$ cat src/rtl/retry_pin_monitor_pkg.sv
`timescale 1ns/1ps
package retry_pin_monitor_pkg;

  typedef enum logic [1:0] {
    POL_ALWAYS = 2'd0,
    POL_CAP_LO = 2'd1,
    POL_CAP_HI = 2'd2,
    POL_IGNORE = 2'd3
  } retry_pol_e;

  // May one more repeat be granted, given the repeats already used in a row?
  function automatic logic retry_allowed(input retry_pol_e pol,
                                         input int unsigned used,
                                         input int unsigned lim_lo,
                                         input int unsigned lim_hi);
    case (pol)
      POL_ALWAYS: retry_allowed = 1'b1;
      POL_CAP_LO: retry_allowed = (used < lim_lo);
      POL_CAP_HI: retry_allowed = (used < lim_hi);
      default:    retry_allowed = 1'b0;
    endcase
  endfunction

  // Next repeat count: grows on a grant (saturating), clears on acceptance.
  function automatic int unsigned next_count(input logic granted,
                                             input int unsigned used,
                                             input int unsigned cap);
    if (!granted)        next_count = 0;
    else if (used >= cap) next_count = cap;
    else                 next_count = used + 1;
  endfunction

endpackage

$ cat src/rtl/rpm_event_latch.sv
`timescale 1ns/1ps
module rpm_event_latch (
  input  logic clk,
  input  logic rst_n,
  input  logic active,
  input  logic flush,
  input  logic pin_evt,
  output logic evt_hit
);
  logic pend_q;

  // An event in the closing cycle itself still belongs to that bit cycle.
  assign evt_hit = pend_q | (active & pin_evt);

  always_ff @(posedge clk or negedge rst_n) begin
    if (!rst_n)      pend_q <= 1'b0;
    else if (flush)  pend_q <= 1'b0;
    else if (active && pin_evt) pend_q <= 1'b1;
  end
endmodule

$ cat src/rtl/rpm_retry_ctrl.sv
`timescale 1ns/1ps
module rpm_retry_ctrl
  import retry_pin_monitor_pkg::*;
#(
  parameter int CNT_W  = 3,
  parameter int LIM_LO = 2,
  parameter int LIM_HI = 4
) (
  input  logic             clk,
  input  logic             rst_n,
  input  logic             conv_start,
  input  logic             close_bit,
  input  logic             evt_hit,
  input  retry_pol_e       pol,
  output logic             grant,
  output logic             repeat_q,
  output logic [CNT_W-1:0] cnt_q
);
  localparam int unsigned CNT_MAX = (1 << CNT_W) - 1;

  logic             may_retry;
  int unsigned      cnt_nx;

  assign may_retry = retry_allowed(pol, 32'(cnt_q), LIM_LO, LIM_HI);
  assign grant     = close_bit & evt_hit & may_retry & ~conv_start;
  assign cnt_nx    = next_count(grant, 32'(cnt_q), CNT_MAX);

  always_ff @(posedge clk or negedge rst_n) begin
    if (!rst_n) begin
      cnt_q    <= '0;
      repeat_q <= 1'b0;
    end else begin
      repeat_q <= grant;
      if (conv_start)     cnt_q <= '0;
      else if (close_bit) cnt_q <= cnt_nx[CNT_W-1:0];
    end
  end
endmodule

$ cat src/rtl/rpm_flag.sv
`timescale 1ns/1ps
module rpm_flag (
  input  logic clk,
  input  logic rst_n,
  input  logic clr,
  input  logic set,
  output logic flag_q
);
  always_ff @(posedge clk or negedge rst_n) begin
    if (!rst_n)   flag_q <= 1'b0;
    else if (clr) flag_q <= 1'b0;
    else if (set) flag_q <= 1'b1;
  end
endmodule

$ cat src/rtl/retry_pin_monitor.sv
`timescale 1ns/1ps
module retry_pin_monitor
  import retry_pin_monitor_pkg::*;
#(
  parameter int CNT_W  = 3,
  parameter int LIM_LO = 2,
  parameter int LIM_HI = 4
) (
  input  logic       clk,
  input  logic       rst_n,
  input  logic [1:0] policy,
  input  logic       conv_start,
  input  logic       conv_end,
  input  logic       bit_end,
  input  logic       pin_evt,
  output logic       repeat_req,
  output logic       retry_flag
);
  logic             active_q;
  logic             close_bit;
  logic             evt_hit;
  logic             grant;
  logic             flush;
  logic [CNT_W-1:0] cnt_q;
  retry_pol_e       pol;

  assign pol       = retry_pol_e'(policy);
  assign close_bit = bit_end & active_q;
  assign flush     = conv_start | conv_end | bit_end;

  // conv_start wins over conv_end if both arrive together.
  always_ff @(posedge clk or negedge rst_n) begin
    if (!rst_n)          active_q <= 1'b0;
    else if (conv_start) active_q <= 1'b1;
    else if (conv_end)   active_q <= 1'b0;
  end

  rpm_event_latch u_latch (
    .clk     (clk),
    .rst_n   (rst_n),
    .active  (active_q),
    .flush   (flush),
    .pin_evt (pin_evt),
    .evt_hit (evt_hit)
  );

  rpm_retry_ctrl #(
    .CNT_W  (CNT_W),
    .LIM_LO (LIM_LO),
    .LIM_HI (LIM_HI)
  ) u_ctrl (
    .clk        (clk),
    .rst_n      (rst_n),
    .conv_start (conv_start),
    .close_bit  (close_bit),
    .evt_hit    (evt_hit),
    .pol        (pol),
    .grant      (grant),
    .repeat_q   (repeat_req),
    .cnt_q      (cnt_q)
  );

  rpm_flag u_flag (
    .clk    (clk),
    .rst_n  (rst_n),
    .clr    (conv_start),
    .set    (grant),
    .flag_q (retry_flag)
  );
endmodule

$ cat config.mk
export PLATFORM = sky130hd
export DESIGN_NAME = retry_pin_monitor
export DESIGN_NICKNAME = d
export VERILOG_FILES = /design/src/rtl/retry_pin_monitor_pkg.sv /design/src/rtl/rpm_event_latch.sv /design/src/rtl/rpm_retry_ctrl.sv /design/src/rtl/rpm_flag.sv /design/src/rtl/retry_pin_monitor.sv
export SDC_FILE = /design/constraint.sdc
export NUM_CORES = 1
export LEC_CHECK = 0
export BUFFER_PORTS_ARGS = -buffer_cell sky130_fd_sc_hd__buf_2
export CAP_MARGIN = 15
export CORE_AREA = 2 2 39 41
export DETAILED_ROUTE_END_ITERATION = 16
export DIE_AREA = 0 0 41 43
export GPL_TIMING_DRIVEN = 0
export HOLD_SLACK_MARGIN = 0.03
export SKIP_CTS_REPAIR_TIMING = 1
export SYNTH_ARGS = -nofsm -noshare
export SYNTH_HDL_FRONTEND = slang
export SYNTH_HIERARCHICAL = 1
export SYNTH_SLANG_ARGS = --single-unit
$ cat constraint.sdc
create_clock -name clk -period 1.4 [get_ports clk]
set_input_delay 0.14 -clock clk [delete_from_list [all_inputs] [get_ports clk]]
set_output_delay 0.14 -clock clk [all_outputs]
set_load 0.02 [all_outputs]
==> impl_metrics.tcl <==
set metrics [dict create \
    outcome "completed" \
    critPathRequiredTime_ns 1.54 \
    cts_inserted_buffers 3 \
    pin_count 10 \
    stdcell_count 63 \
    p_comb_frac 0.094 \
    ff2ff_path_depth 5 \
    num_rows 14 \
    power_mw 0.436 \
    preCtsSetupSlack_ns 0.137 \
    synth_top_area_cell "dfrtp_1" \
    dp_hpwl_um 448 \
    register_area_um2 175 \
    r2r_setup_slack_ns 0.13 \
    end_kind "flop" \
    skew_ns 0.00133 \
    grt_max_degree 8 \
    syn_to_final_growth_pct 30.1 \
    grt_pass1_vias 263 \
    via_per_inst 4.33 \
    design.core.area_mm2 0.00138 \
    max_stage_delay_ns 0.39 \
    die_h_um 43 \
    grt_pass1_wl_mm 1.00 \
    synth-adder-area-share 0.0743 \
    r2r-start "active_q" \
    tightest_slew_ns 0.187 \
    drt-initial-drc-count 5 \
    cellLeakagePower_nw 0.248 \
    io_buffers 9 \
    worstPathArrival_ns 1.41 \
    routed_wl_um 597 \
    maxCapViolCount 0 \
    holdPathStages 2 \
    multiInputGateArea_um2 150 \
    ys_seq_area_frac 0.520 \
    path_max_fanout 4 \
    internal-power_mw 0.338 \
    postSynthAreaPerCell_um2 10.2 \
    slew_viol_final 0 \
    r2r_end "u_flag/flag_q" \
    fin_util 0.316 \
    cp_top_family "flip-flops" \
    fmax_mhz 786 \
    dieWidth_um 41 \
    cts.sinks 7 \
    clk_latency_ns 0.25 \
    sw_frac_of_total 0.224 \
    path_class "flop to flop" \
    power_density_mw_per_mm2 996 \
    slew_headroom 0.875 \
    fill_cells 150 \
    fin_crit_ns 1.27 \
    rsz0062_at_grt "no" \
    drive_above_1_share 0.277 \
    antenna_found_initial 0 \
    yosys_warnings 6 \
    layout_setup_ws_ns 0.127 \
    tns_ns 0 \
    drcViolationCount 0 \
    nets 58 \
    start_util 0.243 \
    worstSetupPathDepth 5 \
    peakVddDrop_uv 372 \
    clkPwrFrac 0.419 \
    placedCellCount 58 \
    synth.distinct_cells 15 \
    syn_inst 33 \
    wl_per_cell_um 9.48 \
    track_usage 0.0912 \
    critPathLaunch "active_q" \
    cts_root_buf "clkbuf_4" \
    setup_viol 0 \
    ys_ff_latch 7 \
    gp_congestion 0.666 \
    hold_slack_ns 0.133 \
    synth_top_family_by_area "simple AND/OR/NAND/NOR gates" \
    vias 273 \
    worst-path-buf-inv 1 \
    synth_top_area_share 0.520 \
    die_area_mm2 0.00176 \
    final_antenna_net_count 0 \
    crit_path_cell_trace "a21o_1 -> and3b_1 -> nand3_1 -> inv_1 -> o21ba_1" \
    yosys.area_share.simple 0.197 \
    crit_end "u_flag/flag_q" \
    start_kind "flop" \
    design_area_um2 438 \
    syn_nets 43 \
    grt.overflow.total 0 \
    synth_compound_area_frac 0.175 \
    cts_tree "built" \
    diodes 0 \
    hold_violations 0 \
    ys_top_cells_by_area "dfrtp_1, ha_1, o21ai_1" \
    p_switching_mw 0.0975 \
    crit_slowest_cell "dfrtp_1" \
    place_area_um2 402 \
    post-route-period-util 0.909 \
    clkTransAtPathRegs_ns 0.05 \
    sequentialPowerShare 0.487 \
    synth-xor-area-share 0 \
    syn_area_um2 337 \
    cts_max_level 1 \
    hold_path_class "input pin to flop" \
    cts.path.max_buffers 2 \
    synthMuxAreaShare 0 \
    drt_first_pass_iters 6 \
]
registers in the layout, indices dropped and copies added (netlist names):
| name | cells |
|---|---|
| active_q | 1 |
| u_ctrl/cnt_q | 3 |
| u_ctrl/repeat_q | 1 |
| u_flag/flag_q | 1 |
| u_latch/pend_q | 1 |
power by group through the flow:
stage | clock (mW) | sequential, mW | combinational [mW]
after CTS | 0.197 | 0.212 | 0.0395
after global routing | 0.210 | 0.213 | 0.0465
after global placement | 0 | 0.216 | 0.0393
after detailed placement | 0 | 0.216 | 0.0394
after floorplan | 0 | 0.217 | 0.0184
final | 0.183 | 0.212 | 0.0409
cell usage in the layout, fill, tap and decap left out:
master	instances
buf_2	9
dfrtp_1	7
nor2_1	4
inv_1	3
clkbuf_4	3
nand2_1	3
o21ai_1	3
a21o_1	2
o21ai_0	2
ha_1	2
or3_1	1
and2_1	1
clkbuf_1	1
dlygate4sd3_1	1
and3b_1	1
nand3_1	1
a31o_1	1
o21ba_1	1
nor2b_4	1
layout make-up:
| type | count | share of cell area |
|---|---|---|
| flip-flops and latches | 7 | 0.400 |
| inverters | 3 | 0.0257 |
| multi-input cells | 23 | 0.343 |
| clock buffers | 4 | 0.0600 |
| well taps | 16 | 0.0457 |
| repair buffers | 10 | 0.126 |
synthesized netlist by cell type (all sizes together):
master	number
a31o	1
nand2	3
o21ba	1
inv	3
and3b	1
and2	1
nor2b	1
nor2	4
or3	1
ha	2
dfrtp	7
o21ai	5
nand3	1
a21o	2
worst register-to-register path: cells and delay by family, from the launching register on:
kind,cells,cell delay (ns)
compound gates,2,0.37
simple gates,2,0.33
buf+inv,1,0.08
flops,1,0.39
metal layers:
metal	track usage	routed length (um)
met5	0	0
met3	0.0314	36
met2	0.119	271
met4	0.100	5
met1	0.103	284
logic make-up after synthesis:
kind of cell | Yosys count
and+or+nand+nor | 12
adders and majority gates | 2
AOI/OAI and AO/OA | 9
buffers and inverters | 3
DFF | 7
worst min-delay path by stage:
stage / startpoint / to / slack, ns
finish: conv_start / active_q / 0.13
floorplan: rst_n / active_q / -0.16
CTS: rst_n / u_ctrl/cnt_q[1] / -0.30
global placement: rst_n / u_ctrl/cnt_q[0] / -0.02
detailed placement: rst_n / u_ctrl/cnt_q[1] / -0.02
global route: conv_start / active_q / 0.13
No activity file was read; power rests on OpenSTA's default activity.
